### config.mk
export PLATFORM = sky130hd
export DESIGN_NAME = mpu_regfile
export DESIGN_NICKNAME = d
export VERILOG_FILES = /design/src/rtl/mpu_rf_pkg.sv /design/src/rtl/mpu_rf_decode.sv /design/src/rtl/mpu_rf_bank.sv /design/src/rtl/mpu_regfile.sv
export SDC_FILE = /design/constraint.sdc
export NUM_CORES = 1
export LEC_CHECK = 0
export BUFFER_PORTS_ARGS = -buffer_cell sky130_fd_sc_hd__clkbuf_2
export CORE_AREA = 2 2 427 429
export CTS_CLUSTER_SIZE = 30
export DETAILED_ROUTE_END_ITERATION = 8
export DIE_AREA = 0 0 429 431
export PLACE_DENSITY_LB_ADDON = 0.2
export SLEW_MARGIN = 10
export SYNTH_ARGS = -nofsm -noshare
export SYNTH_HDL_FRONTEND = slang
export SYNTH_SLANG_ARGS = --single-unit
export TNS_END_PERCENT = 100
### constraint.sdc
create_clock -name clk -period 3.35 [get_ports clk]
set_input_delay 0.335 -clock clk [delete_from_list [all_inputs] [get_ports clk]]
set_output_delay 0.335 -clock clk [all_outputs]
set_load 0.03 [all_outputs]
### src/rtl/mpu_rf_pkg.sv
package mpu_rf_pkg;

    typedef enum logic [2:0] {
        K_NONE = 3'd0,
        K_CTRL = 3'd1,
        K_RNR  = 3'd2,
        K_BASE = 3'd3,
        K_ATTR = 3'd4
    } kind_e;

    typedef enum logic {
        ST_IDLE  = 1'b0,
        ST_APPLY = 1'b1
    } fsm_e;

    typedef struct packed {
        kind_e      kind;
        logic [1:0] win;
    } dec_t;

    localparam logic [11:0] OFS_CTRL  = 12'hD94;
    localparam logic [11:0] OFS_RNR   = 12'hD98;
    localparam logic [11:0] OFS_WIN0  = 12'hD9C;
    localparam logic [11:0] OFS_WLAST = 12'hDB8;

endpackage

### src/rtl/mpu_rf_decode.sv
module mpu_rf_decode
    import mpu_rf_pkg::*;
(
    input  logic [11:0] ofs,
    output dec_t        dec
);

    logic [11:0] diff;

    assign diff = ofs - OFS_WIN0;

    always_comb begin
        dec.kind = K_NONE;
        dec.win  = 2'd0;
        if (ofs == OFS_CTRL) begin
            dec.kind = K_CTRL;
        end else if (ofs == OFS_RNR) begin
            dec.kind = K_RNR;
        end else if (ofs >= OFS_WIN0 && ofs <= OFS_WLAST && ofs[1:0] == 2'b00) begin
            dec.kind = diff[2] ? K_ATTR : K_BASE;
            dec.win  = diff[4:3];
        end
    end

endmodule

### src/rtl/mpu_rf_bank.sv
module mpu_rf_bank
    import mpu_rf_pkg::*;
#(
    parameter int NREG = 8,
    parameter bit EXT  = 1'b0
) (
    input  logic                 clk,
    input  logic                 rst_n,
    input  logic                 we,
    input  kind_e                wkind,
    input  logic [1:0]           wwin,
    input  logic [31:0]          wdata,
    input  kind_e                rkind,
    input  logic [1:0]           rwin,
    output logic [2:0]           ctrl_o,
    output logic [NREG*32-1:0]   base_o,
    output logic [NREG*32-1:0]   cfg_o,
    output logic [31:0]          rd_o,
    output logic                 acc_o
);

    localparam int          IW    = (NREG > 1) ? $clog2(NREG) : 1;
    localparam logic [7:0]  NLIM  = 8'(NREG);
    localparam logic [31:0] BMASK = EXT ? 32'hFFFF_FFFF : 32'hFFFF_FFE0;
    localparam logic [31:0] CMASK = EXT ? 32'hFFFF_FFFF : 32'h173F_FF3F;

    logic [2:0]    ctrl_q;
    logic [IW-1:0] rnr_q;
    logic [31:0]   base_q [NREG];
    logic [31:0]   cfg_q  [NREG];

    logic [7:0]    rnr8;
    logic [7:0]    w_tgt, r_tgt;
    logic          w_ok, r_ok;
    logic [IW-1:0] w_idx, r_idx;

    function automatic logic [7:0] splice(input logic [7:0] cur, input logic [1:0] w);
        return (w == 2'd0) ? cur : {cur[7:2], w};
    endfunction

    assign rnr8 = 8'(rnr_q);

    // Target region of the committed write
    always_comb begin
        if (EXT)
            w_tgt = splice(rnr8, wwin);
        else if (wkind == K_BASE && wdata[4])
            w_tgt = {4'b0000, wdata[3:0]};
        else
            w_tgt = rnr8;
    end

    assign w_ok  = (w_tgt < NLIM);
    assign w_idx = w_tgt[IW-1:0];
    assign acc_o = we && ((wkind == K_CTRL) ||
                          (((wkind == K_BASE) || (wkind == K_ATTR)) && w_ok));

    always_ff @(posedge clk or negedge rst_n) begin
        if (!rst_n) begin
            ctrl_q <= '0;
            rnr_q  <= '0;
            for (int i = 0; i < NREG; i++) begin
                base_q[i] <= '0;
                cfg_q[i]  <= '0;
            end
        end else if (we) begin
            case (wkind)
                K_CTRL: ctrl_q <= wdata[2:0];
                K_RNR: begin
                    if (wdata < 32'(NREG))
                        rnr_q <= wdata[IW-1:0];
                end
                K_BASE: begin
                    if (w_ok) begin
                        base_q[w_idx] <= wdata & BMASK;
                        if (!EXT && wdata[4])
                            rnr_q <= w_idx;
                    end
                end
                K_ATTR: begin
                    if (w_ok)
                        cfg_q[w_idx] <= wdata & CMASK;
                end
                default: ;
            endcase
        end
    end

    // Read side
    assign r_tgt = EXT ? splice(rnr8, rwin) : rnr8;
    assign r_ok  = (r_tgt < NLIM);
    assign r_idx = r_tgt[IW-1:0];

    always_comb begin
        rd_o = '0;
        case (rkind)
            K_CTRL: rd_o = {29'b0, ctrl_q};
            K_RNR:  rd_o = 32'(rnr_q);
            K_BASE: begin
                if (!EXT)
                    rd_o = {base_q[r_idx][31:5], 1'b0, rnr8[3:0]};
                else if (r_ok)
                    rd_o = base_q[r_idx];
            end
            K_ATTR: begin
                if (r_ok)
                    rd_o = cfg_q[r_idx];
            end
            default: rd_o = '0;
        endcase
    end

    assign ctrl_o = ctrl_q;

    for (genvar g = 0; g < NREG; g++) begin : g_flat
        assign base_o[g*32 +: 32] = base_q[g];
        assign cfg_o[g*32 +: 32]  = cfg_q[g];
    end

endmodule

### src/rtl/mpu_regfile.sv
module mpu_regfile
    import mpu_rf_pkg::*;
#(
    parameter int NREG = 8,
    parameter bit EXT  = 1'b0
) (
    input  logic                 clk,
    input  logic                 rst_n,
    input  logic [11:0]          bus_addr,
    input  logic [31:0]          bus_wdata,
    input  logic                 bus_we,
    input  logic                 bus_sec,
    output logic [31:0]          rd_data,
    output logic [5:0]           ctrl_o,
    output logic [2*NREG*32-1:0] rgn_base_o,
    output logic [2*NREG*32-1:0] rgn_cfg_o,
    output logic                 inval_o
);

    localparam int NB   = 2;
    localparam int BW   = NREG * 32;

    fsm_e        state_q, state_d;
    logic [11:0] cap_addr;
    logic [31:0] cap_data;
    logic        cap_sec;
    logic        inval_q;

    dec_t        wdec, rdec;
    logic [NB-1:0] bank_acc;
    logic [31:0]   bank_rd [NB];

    // State register and capture of the pending write
    always_ff @(posedge clk or negedge rst_n) begin
        if (!rst_n) begin
            state_q  <= ST_IDLE;
            cap_addr <= '0;
            cap_data <= '0;
            cap_sec  <= 1'b0;
        end else begin
            state_q <= state_d;
            if (bus_we) begin
                cap_addr <= bus_addr;
                cap_data <= bus_wdata;
                cap_sec  <= bus_sec;
            end
        end
    end

    always_comb begin
        state_d = state_q;
        unique case (state_q)
            ST_IDLE:  if (bus_we) state_d = ST_APPLY;
            ST_APPLY: state_d = bus_we ? ST_APPLY : ST_IDLE;
        endcase
    end

    // Output process
    always_ff @(posedge clk or negedge rst_n) begin
        if (!rst_n)
            inval_q <= 1'b0;
        else
            inval_q <= (state_q == ST_APPLY) && bank_acc[cap_sec];
    end

    assign inval_o = inval_q;

    mpu_rf_decode u_wdec (.ofs(cap_addr), .dec(wdec));
    mpu_rf_decode u_rdec (.ofs(bus_addr), .dec(rdec));

    for (genvar b = 0; b < NB; b++) begin : g_bank
        mpu_rf_bank #(.NREG(NREG), .EXT(EXT)) u_bank (
            .clk    (clk),
            .rst_n  (rst_n),
            .we     ((state_q == ST_APPLY) && (cap_sec == 1'(b))),
            .wkind  (wdec.kind),
            .wwin   (wdec.win),
            .wdata  (cap_data),
            .rkind  (rdec.kind),
            .rwin   (rdec.win),
            .ctrl_o (ctrl_o[b*3 +: 3]),
            .base_o (rgn_base_o[b*BW +: BW]),
            .cfg_o  (rgn_cfg_o[b*BW +: BW]),
            .rd_o   (bank_rd[b]),
            .acc_o  (bank_acc[b])
        );
    end

    assign rd_data = bank_rd[bus_sec];

endmodule

==> results list <==
* Fill cells: 18200
- The min-delay analysis places its worst path in the category in2async.
- Most frequently used flop master after synthesis: dfrtp_1
- In this run, distinct cell masters in the synthesized netlist total 70.
- Clock latency on the worst-skew pair, taken at its later pin, is 760 ps.
- Crit Path Class: reg2out
- In the layout the commonest cells are clkbuf_2, dfrtp_1, mux2_2.
- Relative slew margins: 0.402
* Synthesis warning total: 0
- Number of antenna violations at the first check in global routing: 12
- In this run the number of H-tree levels came out at 3.
- The first global-routing pass estimated ~290 mm of wire.
- Number of enable flip-flop cells after synthesis: 0
- Timing would allow up to roughly 300 MHz.
* Die boundary height: around 430 um
- Dividing total power by cell area gives a power density of about 430 mW/mm^2.
* Share of flip-flops with an asynchronous set or reset: 1.00
- Tracing the worst setup path back leads to its startpoint at g_bank[0].u_bank.r_idx[0]$_DFFE_PN0P_.
- Between clock sinks in the finished design, the worst skew comes to between 30 and 40 ps.
- Across the VDD grid, the largest voltage drop is roughly 390 uV.
- Final Slew Violations: 0
- Clock transition at the register clock pins on the worst setup and hold paths after CTS: ~60 ps
* Number of I/O pins: between 1000 and 1500
- Mean routed wirelength per cell: around 34 um
- Clock tree from TritonCTS: yes
* Result of the run: completed
* Final net count: between 3000 and 4000
- For this block, the via count after detailed routing is between 20000 and 30000.
* Sequential fraction of the synthesis area: 0.520
- Type of element launching the critical path: flip-flop
- The worst setup path is captured at a primary output.
* Number of sinks on the clock net: slightly below 900
- Entering global routing, the biggest net connects between 100 and 150 pins.
- From synthesis to final layout, the design area changed by 32.6%.
* Starting density of the core: 0.234
- Worst Max-Slew Pin Slew: ~900 ps
* Placed Area: 0.0499 sq mm
- The cell count after synthesis came out at ~2800.
* Average via count per standard cell: between 4 and 5
- Port Buf Inserts: 902
- The final number of hold-violating endpoints was 0.
- Grt total ovfl: 0
* Initial detailed-routing violation count: between 1500 and 2000
- Num CTS Buffers: approximately 110
* Die X-Extent: 429 um
* Number of nets with antenna violations after routing: 0
- Static leakage: around 28 nW
* Cell at the root of the clock tree: clkbuf_16
- Core box area: between 0.15 and 0.2 sq mm
* Cell row count: roughly 160
* CP arrival: 3000 ps
- The die covers roughly 0.18 sq mm.
- Averaged over all synthesized cells, the footprint is about 15 sq um.
* Post-layout min period: 3330 ps
* Area taken by flip-flops and latches: approximately 0.022 sq mm
- Global placer's final weighted congestion: 0.825
- In this run the worst path has a maximum fanout of 6.
- Ratio of cells with drive above 1 in the final layout: 0.621
- Number of iterations in the first detailed-routing pass: 7
- Worst-case reg-to-reg path depth: 5
- Across the run, the number of max-cap violations was 0.
- Number of remaining DRC errors: 0
- GR Util All Layers: 0.227
- Reg-to-Reg Start: cap_addr[9]$_DFFE_PN0P_
* Number of global-route vias before repair: around 30000
* Placed wire-length estimate after detailed placement: about 150 mm
* Cell total after placement: 6034
- Most common library cell in the layout ignoring fill and taps: clkbuf_2
- Summing all non-filler instances in the final layout gives an area of between 0.05 and 0.06 sq mm.
* CTS Buffer Depth: 3
* Cell area after synthesis: 0.0421 sq mm
- STA puts the critical path data required time at ~3000 ps.
- The multi-input combinational cells in the finished layout cover a total of approximately 0.019 sq mm.
- Number of standard cells in the layout, taps in and fillers out: 6358
- Final count of negative-setup-slack endpoints: 0
- Period utilization: 0.995
- Setup repair after global routing could not meet its margin everywhere.
- Flip-flop and latch count after synthesis: 875
- WL final: 215 mm
-- cells in the mapped netlist, types with 5 or more instances --
cell type,instances,area (sq um)
a211oi_1,14,105
a21oi_1,15,75.1
a221o_1,19,190
a311oi_1,5,43.8
and2_1,5,31.3
and3_1,9,56.3
buf_1,44,165
buf_2,48,240
buf_4,216,1620
buf_6,6,67.6
clkbuf_1,118,443
dfrtp_1,875,21900
dlygate4sd1_1,6,52.6
dlygate4sd3_1,11,110
inv_1,6,22.5
mux2_1,26,293
mux2_2,799,9000
mux2_4,60,901
mux2i_1,101,1010
mux4_2,186,4190
nand2_1,47,176
nand2b_1,5,31.3
nand3_1,8,40.0
nor2_1,13,48.8
nor2b_1,26,163
nor3_1,13,65.1
nor4_1,10,62.6
o21ai_0,14,70.1
o21ai_1,11,55.1
o22ai_1,37,231
-- where the power goes --
part / leakage [nW] / internal (mW) / total [mW] / switching (mW)
sequential: 12.1 / 10.6 / 10.8 / 0.112
clock: 1.73 / 6.85 / 11.9 / 5.05
combinational: 13.9 / 0.298 / 1.43 / 1.13
-- worst max-delay path, stage by stage (launching register included) --
cell and delay, ps:
dfrtp_4 490, buf_12 150, buf_16 150, buf_4 160
mux4_2 470, mux2i_1 150, o22ai_1 130, mux2_4 340
buf_2 190
-- repair_timing --
item	CTS	global route
hold endpoints to repair	390	0
endpoints found under the setup margin	32	23
gates cloned	13	4
resized for setup	132	68
setup buffers	45	15
hold buffers	46	0
pin swaps	8	5
-- final cells by class --
class                      instances  share of cell area
antenna                            4            0.000179
timing repair buffer            1210               0.151
multi-input combinational       1694               0.339
tap                             2370              0.0531
sequential                       875               0.392
clock inverter                    32             0.00690
inverter                           7            0.000560
clock buffer                     166              0.0562
-- layer usage --
| layer | wire [um] | vias to the layer above | GRT usage |
|---|---|---|---|
| li1 | - | 12200 | - |
| met5 | 0 | - | 0 |
| met4 | 8300 | 0 | 0.0825 |
| met1 | 83500 | 16300 | 0.263 |
| met2 | 111000 | 1123 | 0.405 |
| met3 | 12700 | 265 | 0.0531 |
-- state kept, by name (all words and copies together), names as in the netlist --
name / flops
cap_data: 32
cap_sec: 1
g_bank.u_bank.ctrl_o: 6
cap_addr: 12
g_bank.u_bank.cfg_o: 384
g_bank.u_bank.r_idx: 6
state_q: 1
inval_o: 1
g_bank.u_bank.base_o: 432
-- kinds of logic after synthesis --
group,after synthesis,share of synthesized area
DFF,875,0.520
buffers and inverters,462,0.0671
other,1,0.0000890
muxes,1172,0.365
AOI/OAI and AO/OA,148,0.0257
and+or+nand+nor,166,0.0221
-- worst paths after layout --
check	to	slack, ps
setup / recovery	rd_data[8]	20
hold / removal	g_bank[0].u_bank.cfg_o[79]$_DFFE_PN0P_	80
setup reg to reg	g_bank[1].u_bank.cfg_o[203]$_DFFE_PN0P_	300
hold reg to reg	g_bank[1].u_bank.base_o[83]$_DFFE_PN0P_	530
max in group asynchronous	g_bank[0].u_bank.cfg_o[88]$_DFFE_PN0P_	2020
min in group clk	cap_data[29]$_DFFE_PN0P_	360
-- stage by stage --
step | setup TNS (ps) | hold slack, ps | total power, mW | util | setup WS [ps]
after CTS | -1660 | 23.3 | 24.5 | 0.308 | -133
after global placement | 0 | 272 | 12.3 | 0.277 | 291
final | 0 | 80.5 | 24.1 | 0.310 | 16.3
after floorplan | 0 | 39.4 | 11.8 | - | 297
after detailed placement | 0 | 274 | 12.3 | 0.277 | 303
after global routing | -488 | 65.4 | 24.9 | 0.310 | -85.5
(Power assumes the default switching activity.)
